--- src/rtl/pwm_shadow_pkg.sv ---
`timescale 1ns/1ps
package pwm_shadow_pkg;

    localparam int unsigned PSC_W_DEF = 12;
    localparam int unsigned CNT_W_DEF = 16;
    localparam int unsigned SLOT_NUM  = 4;
    localparam int unsigned SEL_W     = $clog2(SLOT_NUM);

    // setting slot order is decoded by the write port
    typedef enum logic [SEL_W-1:0] {
        SLOT_DIV  = 2'd0,
        SLOT_PER  = 2'd1,
        SLOT_DUTY = 2'd2,
        SLOT_TRG  = 2'd3
    } slot_e;

    typedef enum logic [1:0] {
        DIR_UP     = 2'd0,
        DIR_DOWN   = 2'd1,
        DIR_UPDOWN = 2'd2,
        DIR_ALT    = 2'd3
    } cnt_mode_e;

endpackage

--- src/rtl/pwm_prescaler.sv ---
`timescale 1ns/1ps
module pwm_prescaler #(
    parameter int unsigned PSC_W = pwm_shadow_pkg::PSC_W_DEF
) (
    input  logic             clk_i,
    input  logic             rst_ni,
    input  logic             run_i,
    input  logic [PSC_W-1:0] div_i,
    output logic             tick_o
);
    logic [PSC_W-1:0] div_cnt_d, div_cnt_q;

    always_comb begin
        tick_o = run_i && (div_cnt_q == div_i);
        if (!run_i || tick_o) begin
            div_cnt_d = '0;
        end else begin
            div_cnt_d = div_cnt_q + 1'b1;
        end
    end

    always_ff @(posedge clk_i or negedge rst_ni) begin
        if (!rst_ni) begin
            div_cnt_q <= '0;
        end else begin
            div_cnt_q <= div_cnt_d;
        end
    end

    AST_DIV_BOUND: assert property (@(posedge clk_i) disable iff (!rst_ni)
        run_i |-> div_cnt_q <= div_i);

endmodule

--- src/rtl/pwm_shadow_bank.sv ---
`timescale 1ns/1ps
module pwm_shadow_bank
    import pwm_shadow_pkg::*;
#(
    parameter int unsigned PSC_W = PSC_W_DEF,
    parameter int unsigned CNT_W = CNT_W_DEF
) (
    input  logic             clk_i,
    input  logic             rst_ni,
    input  logic             wr_en_i,
    input  logic [SEL_W-1:0] wr_sel_i,
    input  logic [CNT_W-1:0] wr_data_i,
    input  logic             load_i,
    output logic [PSC_W-1:0] act_div_o,
    output logic [CNT_W-1:0] act_per_o,
    output logic [CNT_W-1:0] act_duty_o,
    output logic [CNT_W-1:0] act_trg_o,
    output logic [CNT_W-1:0] pend_per_o,
    output logic [CNT_W-1:0] pend_duty_o,
    output logic [CNT_W-1:0] pend_trg_o
);
    typedef struct packed {
        logic [SLOT_NUM-1:0][CNT_W-1:0] pend;
        logic [SLOT_NUM-1:0][CNT_W-1:0] act;
    } bank_t;

    bank_t bank_d, bank_q;

    always_comb begin
        bank_d = bank_q;
        if (load_i) begin
            bank_d.act = bank_q.pend;
        end
        if (wr_en_i) begin
            for (int i = 0; i < int'(SLOT_NUM); i++) begin
                if (wr_sel_i == SEL_W'(i)) begin
                    if (i == int'(SLOT_DIV)) begin
                        bank_d.pend[i] = CNT_W'(wr_data_i[PSC_W-1:0]);
                    end else begin
                        bank_d.pend[i] = wr_data_i;
                    end
                end
            end
        end
    end

    always_ff @(posedge clk_i or negedge rst_ni) begin
        if (!rst_ni) begin
            bank_q <= '0;
        end else begin
            bank_q <= bank_d;
        end
    end

    assign act_div_o   = bank_q.act[SLOT_DIV][PSC_W-1:0];
    assign act_per_o   = bank_q.act[SLOT_PER];
    assign act_duty_o  = bank_q.act[SLOT_DUTY];
    assign act_trg_o   = bank_q.act[SLOT_TRG];
    assign pend_per_o  = bank_q.pend[SLOT_PER];
    assign pend_duty_o = bank_q.pend[SLOT_DUTY];
    assign pend_trg_o  = bank_q.pend[SLOT_TRG];

    AST_ACT_HOLD: assert property (@(posedge clk_i) disable iff (!rst_ni)
        !load_i |=> $stable(bank_q.act));
    AST_ACT_COPY: assert property (@(posedge clk_i) disable iff (!rst_ni)
        load_i |=> bank_q.act == $past(bank_q.pend));

endmodule

--- src/rtl/pwm_count_core.sv ---
`timescale 1ns/1ps
module pwm_count_core
    import pwm_shadow_pkg::*;
#(
    parameter int unsigned CNT_W = CNT_W_DEF
) (
    input  logic             clk_i,
    input  logic             rst_ni,
    input  logic             en_i,
    input  logic [1:0]       mode_i,
    input  logic             tick_i,
    input  logic [CNT_W-1:0] act_per_i,
    input  logic [CNT_W-1:0] act_duty_i,
    input  logic [CNT_W-1:0] act_trg_i,
    input  logic [CNT_W-1:0] pend_per_i,
    input  logic [CNT_W-1:0] pend_duty_i,
    input  logic [CNT_W-1:0] pend_trg_i,
    output logic             load_o,
    output logic             run_o,
    output logic [CNT_W-1:0] cnt_o,
    output logic             up_o,
    output logic             pwm_o,
    output logic             ev_period_o,
    output logic             ev_zero_o,
    output logic             ev_cmpu_o,
    output logic             ev_cmpd_o,
    output logic             ev_trgu_o,
    output logic             ev_trgd_o
);
    typedef struct packed {
        logic             run;
        cnt_mode_e        mode;
        logic             up;
        logic [CNT_W-1:0] cnt;
        logic             pwm;
        logic             ev_period;
        logic             ev_zero;
        logic             ev_cmpu;
        logic             ev_cmpd;
        logic             ev_trgu;
        logic             ev_trgd;
    } core_t;

    core_t            s_d, s_q;
    logic             start, fresh, per_end, at_zero, duty_hit, trg_hit;
    logic [CNT_W-1:0] duty_n, trg_n;

    always_comb begin
        s_d           = s_q;
        s_d.ev_period = 1'b0;
        s_d.ev_zero   = 1'b0;
        s_d.ev_cmpu   = 1'b0;
        s_d.ev_cmpd   = 1'b0;
        s_d.ev_trgu   = 1'b0;
        s_d.ev_trgd   = 1'b0;
        start         = en_i && !s_q.run;
        fresh         = 1'b0;
        per_end       = 1'b0;

        if (!en_i) begin
            s_d.run = 1'b0;
            s_d.cnt = '0;
            s_d.up  = 1'b1;
            s_d.pwm = 1'b0;
        end else if (start) begin
            fresh    = 1'b1;
            s_d.run  = 1'b1;
            s_d.mode = cnt_mode_e'(mode_i);
            s_d.up   = (cnt_mode_e'(mode_i) != DIR_DOWN);
            s_d.cnt  = (cnt_mode_e'(mode_i) == DIR_DOWN) ? pend_per_i : '0;
            s_d.pwm  = 1'b0;
        end else if (tick_i) begin
            fresh = 1'b1;
            case (s_q.mode)
                DIR_UP: begin
                    if (s_q.cnt >= act_per_i) begin
                        per_end = 1'b1;
                        s_d.cnt = '0;
                    end else begin
                        s_d.cnt = s_q.cnt + 1'b1;
                    end
                end
                DIR_DOWN: begin
                    if (s_q.cnt == '0) begin
                        per_end = 1'b1;
                        s_d.cnt = pend_per_i;
                    end else begin
                        s_d.cnt = s_q.cnt - 1'b1;
                    end
                end
                default: begin
                    if (s_q.up && (s_q.cnt < act_per_i)) begin
                        s_d.cnt = s_q.cnt + 1'b1;
                    end else if (s_q.up && (act_per_i == '0)) begin
                        per_end = 1'b1;
                        s_d.cnt = '0;
                    end else begin
                        s_d.cnt = s_q.cnt - 1'b1;
                        s_d.up  = 1'b0;
                        if (s_q.cnt == CNT_W'(1)) begin
                            per_end = 1'b1;
                            s_d.up  = 1'b1;
                        end
                    end
                end
            endcase
        end

        load_o   = start || per_end;
        duty_n   = load_o ? pend_duty_i : act_duty_i;
        trg_n    = load_o ? pend_trg_i : act_trg_i;
        at_zero  = (s_d.cnt == '0);
        duty_hit = (s_d.cnt == duty_n);
        trg_hit  = (s_d.cnt == trg_n);

        if (fresh) begin
            s_d.ev_period = per_end;
            s_d.ev_zero   = at_zero;
            s_d.ev_cmpu   = s_d.up && duty_hit;
            s_d.ev_cmpd   = !s_d.up && duty_hit;
            s_d.ev_trgu   = s_d.up && trg_hit;
            s_d.ev_trgd   = !s_d.up && trg_hit;
            if (s_d.mode == DIR_DOWN) begin
                if (s_d.ev_cmpd) s_d.pwm = 1'b1;
                if (at_zero)     s_d.pwm = 1'b0;
            end else begin
                if (at_zero || s_d.ev_cmpd) s_d.pwm = 1'b1;
                if (s_d.ev_cmpu)            s_d.pwm = 1'b0;
            end
        end
    end

    always_ff @(posedge clk_i or negedge rst_ni) begin
        if (!rst_ni) begin
            s_q      <= '0;
            s_q.up   <= 1'b1;
            s_q.mode <= DIR_UP;
        end else begin
            s_q <= s_d;
        end
    end

    assign run_o       = s_q.run;
    assign cnt_o       = s_q.cnt;
    assign up_o        = s_q.up;
    assign pwm_o       = s_q.pwm;
    assign ev_period_o = s_q.ev_period;
    assign ev_zero_o   = s_q.ev_zero;
    assign ev_cmpu_o   = s_q.ev_cmpu;
    assign ev_cmpd_o   = s_q.ev_cmpd;
    assign ev_trgu_o   = s_q.ev_trgu;
    assign ev_trgd_o   = s_q.ev_trgd;

    AST_IDLE_QUIET: assert property (@(posedge clk_i) disable iff (!rst_ni)
        !s_q.run |-> !(s_q.ev_period || s_q.ev_zero || s_q.ev_cmpu || s_q.ev_cmpd || s_q.pwm));
    AST_CNT_BOUND: assert property (@(posedge clk_i) disable iff (!rst_ni)
        s_q.run |-> s_q.cnt <= act_per_i);
    AST_STEP_HOLD: assert property (@(posedge clk_i) disable iff (!rst_ni)
        (s_q.run && en_i && !tick_i) |=> $stable(s_q.cnt));
    AST_PERIOD_BOTTOM: assert property (@(posedge clk_i) disable iff (!rst_ni)
        (s_q.ev_period && s_q.mode != DIR_DOWN) |-> s_q.cnt == '0);
    AST_DOWN_RELOAD: assert property (@(posedge clk_i) disable iff (!rst_ni)
        (s_q.ev_period && s_q.mode == DIR_DOWN) |-> s_q.cnt == act_per_i);
    AST_ONE_SIDE: assert property (@(posedge clk_i) disable iff (!rst_ni)
        !(s_q.ev_cmpu && s_q.ev_cmpd) && !(s_q.ev_trgu && s_q.ev_trgd));
    AST_CLEAR_WINS: assert property (@(posedge clk_i) disable iff (!rst_ni)
        (s_q.ev_cmpu && s_q.mode != DIR_DOWN) |-> !s_q.pwm);

endmodule

--- src/rtl/pwm_shadow_timer.sv ---
`timescale 1ns/1ps
module pwm_shadow_timer
    import pwm_shadow_pkg::*;
#(
    parameter int unsigned PSC_W = PSC_W_DEF,
    parameter int unsigned CNT_W = CNT_W_DEF
) (
    input  logic             clk_i,
    input  logic             rst_ni,
    input  logic             en_i,
    input  logic [1:0]       mode_i,
    input  logic             wr_en_i,
    input  logic [1:0]       wr_sel_i,
    input  logic [CNT_W-1:0] wr_data_i,
    output logic [CNT_W-1:0] cnt_o,
    output logic             cnt_up_o,
    output logic             pwm_o,
    output logic             ev_period_o,
    output logic             ev_zero_o,
    output logic             ev_cmp_up_o,
    output logic             ev_cmp_dn_o,
    output logic             ev_trg_up_o,
    output logic             ev_trg_dn_o
);
    logic             tick, load, run;
    logic [PSC_W-1:0] act_div;
    logic [CNT_W-1:0] act_per, act_duty, act_trg;
    logic [CNT_W-1:0] pend_per, pend_duty, pend_trg;

    pwm_shadow_bank #(.PSC_W(PSC_W), .CNT_W(CNT_W)) i_bank (
        .clk_i      (clk_i),
        .rst_ni     (rst_ni),
        .wr_en_i    (wr_en_i),
        .wr_sel_i   (wr_sel_i),
        .wr_data_i  (wr_data_i),
        .load_i     (load),
        .act_div_o  (act_div),
        .act_per_o  (act_per),
        .act_duty_o (act_duty),
        .act_trg_o  (act_trg),
        .pend_per_o (pend_per),
        .pend_duty_o(pend_duty),
        .pend_trg_o (pend_trg)
    );

    pwm_prescaler #(.PSC_W(PSC_W)) i_prescaler (
        .clk_i (clk_i),
        .rst_ni(rst_ni),
        .run_i (run),
        .div_i (act_div),
        .tick_o(tick)
    );

    pwm_count_core #(.CNT_W(CNT_W)) i_core (
        .clk_i      (clk_i),
        .rst_ni     (rst_ni),
        .en_i       (en_i),
        .mode_i     (mode_i),
        .tick_i     (tick),
        .act_per_i  (act_per),
        .act_duty_i (act_duty),
        .act_trg_i  (act_trg),
        .pend_per_i (pend_per),
        .pend_duty_i(pend_duty),
        .pend_trg_i (pend_trg),
        .load_o     (load),
        .run_o      (run),
        .cnt_o      (cnt_o),
        .up_o       (cnt_up_o),
        .pwm_o      (pwm_o),
        .ev_period_o(ev_period_o),
        .ev_zero_o  (ev_zero_o),
        .ev_cmpu_o  (ev_cmp_up_o),
        .ev_cmpd_o  (ev_cmp_dn_o),
        .ev_trgu_o  (ev_trg_up_o),
        .ev_trgd_o  (ev_trg_dn_o)
    );

endmodule

--- config.mk ---
export PLATFORM = sky130hd
export DESIGN_NAME = pwm_shadow_timer
export DESIGN_NICKNAME = d
export VERILOG_FILES = /design/src/rtl/pwm_shadow_pkg.sv /design/src/rtl/pwm_prescaler.sv /design/src/rtl/pwm_shadow_bank.sv /design/src/rtl/pwm_count_core.sv /design/src/rtl/pwm_shadow_timer.sv
export SDC_FILE = /design/constraint.sdc
export NUM_CORES = 1
export LEC_CHECK = 0
export BUFFER_PORTS_ARGS = -buffer_cell sky130_fd_sc_hd__buf_2
export CAP_MARGIN = 20
export CORE_MARGIN = 4
export CORE_UTILIZATION = 25
export DETAILED_ROUTE_END_ITERATION = 6
export HOLD_SLACK_MARGIN = 0.02
export MAX_ROUTING_LAYER = met4
export PLACE_DENSITY_LB_ADDON = 0.1
export SLEW_MARGIN = 20
export SYNTH_ARGS = -nofsm -noshare
export SYNTH_HDL_FRONTEND = slang
export SYNTH_SLANG_ARGS = --single-unit
--- constraint.sdc ---
create_clock -name clk_i -period 5 [get_ports clk_i]
set_clock_uncertainty 0.05 [all_clocks]
set_input_delay 1 -clock clk_i [delete_from_list [all_inputs] [get_ports clk_i]]
set_output_delay 1 -clock clk_i [all_outputs]
set_load 0.005 [all_outputs]
==> results.txt <==
status -> complete, no violations
DP Area -> 9928 sq um
Clock Sinks -> 159
Hold Path Sink -> i_bank.act_div_o[1]
Post-Synthesis Cells -> 844
die span in x -> 198.0 um
most common cell in the netlist -> dfrtp_1
H-Tree Depth -> 4
sw frac -> 0.3548
GRT Residual Overflow -> 0
CP Data Required Time -> 5290 ps
TritonCTS Buffers -> 17
Post-CTS Setup Bufs -> 0
# setup viols final -> 0
GP Congestion -> 0.9173
post-synthesis mux area share -> 0.1379
crit path time final -> 4653 ps
antenna diode count -> 0
Worst Path Class, Setup -> register to register
core box area -> 35,570 sq um
CP endpoint kind -> register
GRT Total Usage -> 0.1759
Comb power frac -> 0.290
largest net degree at the start of global routing -> 69
fraction of synthesized cell area in xor and xnor cells -> 0.07379
initial DRC count -> 625
worst slack, placed -> 210.0 ps
port bufs -> 47
Mapped Area -> 9021 sq um
Syn Nets -> 889
Pwr Total -> 4.486 mW
ANT nets after route -> 0
count of flip-flops with a built-in enable after synthesis -> 0
antenna violations before repair -> 0
Synth Area in Compound Gates -> 0.1186
area share of the largest cell type after synthesis -> 0.4383
final instance area -> 10,530 sq um
vias in the first global route -> 7,164
initial core utilization -> 0.2536
CTS tree -> yes
Skew-Pair Late Insertion Delay -> 450 ps
Reg-to-Reg Start -> i_core.cnt_o[7]
R2R depth -> 14
CTS root buffer -> clkbuf_16
Leakage -> 4.605 nW
Max clock buf depth -> 2
final hold violation count -> 0
Ports -> 48
area grow syn2layout -> 16.75%
DRC viols -> 0
Synth cell types -> 81
Clk pwr share -> 0.304
Post-Synth Adder-Cell Area -> 0.02913
Min-Delay Path Class -> register to register
Flop pwr share -> 0.406
chip height -> 198.0 um
Slew Viols, Final -> 0
fin util -> 0.2961
Final WS setup -> 346.6 ps
DR vias/cell -> 5.106
first-pass GRT wire length -> 49,510 um
ys async rst share -> 1.000
Synth Area in Simple Gates -> 0.1462
Yosys top cell by area -> dfrtp_1
RSZ-0062 raised after global routing -> false
CP startpoint kind -> register
Max Freq -> 214.9 MHz
Main synth FF type -> dfrtp_1
Worst Max-Slew Pin Slew -> 1075 ps
HPWL after DPL -> 24,740 um
r2r endpoint -> i_core.pwm_o
Synth Register Bits -> 159
Max FO, Critical Path -> 34
Power Internal -> 2.894 mW
relative slew slack -> 0.2813
VDD IR-drop max -> 0.2560 mV
synthesized area per cell -> 10.69 sq um
routed length per placed instance -> 23.94 um
fin crit share -> 0.9307
# fillers -> 3,742
max-cap check violation count -> 0
layout cells sized above 1 -> 0.2910
vias -> 7,021
TNS Setup -> 0 ps
Yosys Warn Count -> 0
Synth area leaders -> dfrtp_1 44%, mux2_2 13%, xor2_1 4.2%
final layout net count -> 946
Seq/Total Area, Yosys -> 0.4412
Synth top cells by count -> 158 x dfrtp_1, 106 x mux2_2, 43 x xor2_1, 42 x nand2_1, 41 x nor2_1
reg2reg setup slack -> 350 ps
largest family of logic cells by synthesized area -> simple AND/OR/NAND/NOR gates
num rows -> 69
hold-critical path depth -> 1
Routed WL -> 32,920 um
Initial DRT Pass Iterations -> 5
die area -> 39,190 sq um
clock-pin transition on the worst setup and hold timing paths -> 80 ps
WHS -> 448.6 ps
hold wc startpoint -> i_bank.bank_q[65]
switching pwr -> 1.591 mW
CP arrival -> 4940 ps
Final Non-Filler Cells -> 1,375
cell count after placement -> 1,343
PD cells -> 425.9 nW/um^2
## power by group through the flow
| stage | combinational (mW) | clock [mW] | sequential [mW] |
|---|---|---|---|
| after floorplan | 0.935 | 0 | 1.74 |
| after global placement | 1.31 | 0 | 1.85 |
| after detailed placement | 1.30 | 0 | 1.85 |
| after CTS | 1.31 | 1.42 | 1.83 |
| after global routing | 1.42 | 1.45 | 1.86 |
| final | 1.30 | 1.36 | 1.82 |
## worst max-delay path, cell delays in order (launching register included)
cell	delay [ps]
dfrtp_1	410
ha_1	340
a41oi_1	210
o21ai_1	130
a211oi_4	630
nand3_2	350
o311ai_2	390
a21oi_4	80
buf_12	190
mux2_2	310
xor2_1	140
or4_4	560
nor4_4	430
nand3_2	100
a32o_1	210
## layer usage
metal,wire (um),track usage,vias to the layer above
met5,0,-,-
met4,1143,0.06376,0
met3,1450,0.02774,53
met2,15260,0.2704,226
met1,15070,0.2358,3560
li1,-,-,3182
## area by class of cell
cell class / count / area (sq um) / area share
Multi-Input combinational cell: 586 / 4579 / 0.4348
Sequential cell: 159 / 3980 / 0.3779
Timing Repair Buffer: 102 / 666.9 / 0.06332
Tap cell: 461 / 576.8 / 0.05476
Clock buffer: 18 / 429.2 / 0.04075
Clock inverter: 14 / 168.9 / 0.01604
Inverter: 35 / 131.4 / 0.01247
## kinds of logic (layout without fill, tap and decap cells)
family                     after synthesis  count (layout)
AOI/OAI and AO/OA                      146             146
xor gates and xnor gates                76              76
adders and majority gates               21              21
buffers and inverters                   99             169
DFF                                    159             159
muxes                                  111             111
and+or+nand+nor                        232             232
## cell usage in the layout, fill, tap and decap left out, drive strengths merged, types with 5 or more instances in the layout
cell	instances
buf	102
a41oi	6
nand2	42
xnor2	33
mux2	106
nand4	25
clkinv	7
or4	6
o211ai	8
a41o	5
a31oi	11
and3	11
nand3	26
o311ai	7
mux2i	5
ha	21
nor3b	7
a211oi	6
nor2	41
dfrtp	158
clkbuf	18
o21ai	32
xor2	43
nor3	21
inv	40
a21oi	27
nand2b	9
nor4	18
## flip-flops by register name (all words and copies together), names as in the netlist
register and count:
i_bank.act_div_o 12, i_bank.act_duty_o 16, i_bank.act_per_o 16, i_bank.act_trg_o 16
i_bank.bank_q 12, i_bank.pend_duty_o 16, i_bank.pend_per_o 16, i_bank.pend_trg_o 16
i_core.cnt_o 16, i_core.ev_cmpd_o 1, i_core.ev_cmpu_o 1, i_core.ev_period_o 1
i_core.ev_trgd_o 1, i_core.ev_trgu_o 1, i_core.ev_zero_o 1, i_core.pwm_o 1
i_core.run_o 1, i_core.s_q 2, i_core.up_o 1, i_prescaler.div_cnt_q 12
## timing repair
| action | in CTS | in global routing |
|---|---|---|
| resized for setup | 0 | 1 |
| endpoints found under the setup margin | 0 | 1 |
| hold buffers | 0 | 0 |
## worst max-delay path by stage
stage,start,end,slack [ps]
2_1_floorplan,en_i,i_core.pwm_o,870
3_3_place_gp,i_core.cnt_o[7],i_core.pwm_o,200
3_5_place_dp,i_core.cnt_o[7],i_core.pwm_o,210
4_1_cts,i_core.cnt_o[7],i_core.pwm_o,160
5_1_grt,i_core.cnt_o[7],i_core.pwm_o,160
6_report,i_core.cnt_o[7],i_core.pwm_o,350
Note: power is estimated with default switching activity, not from simulation.
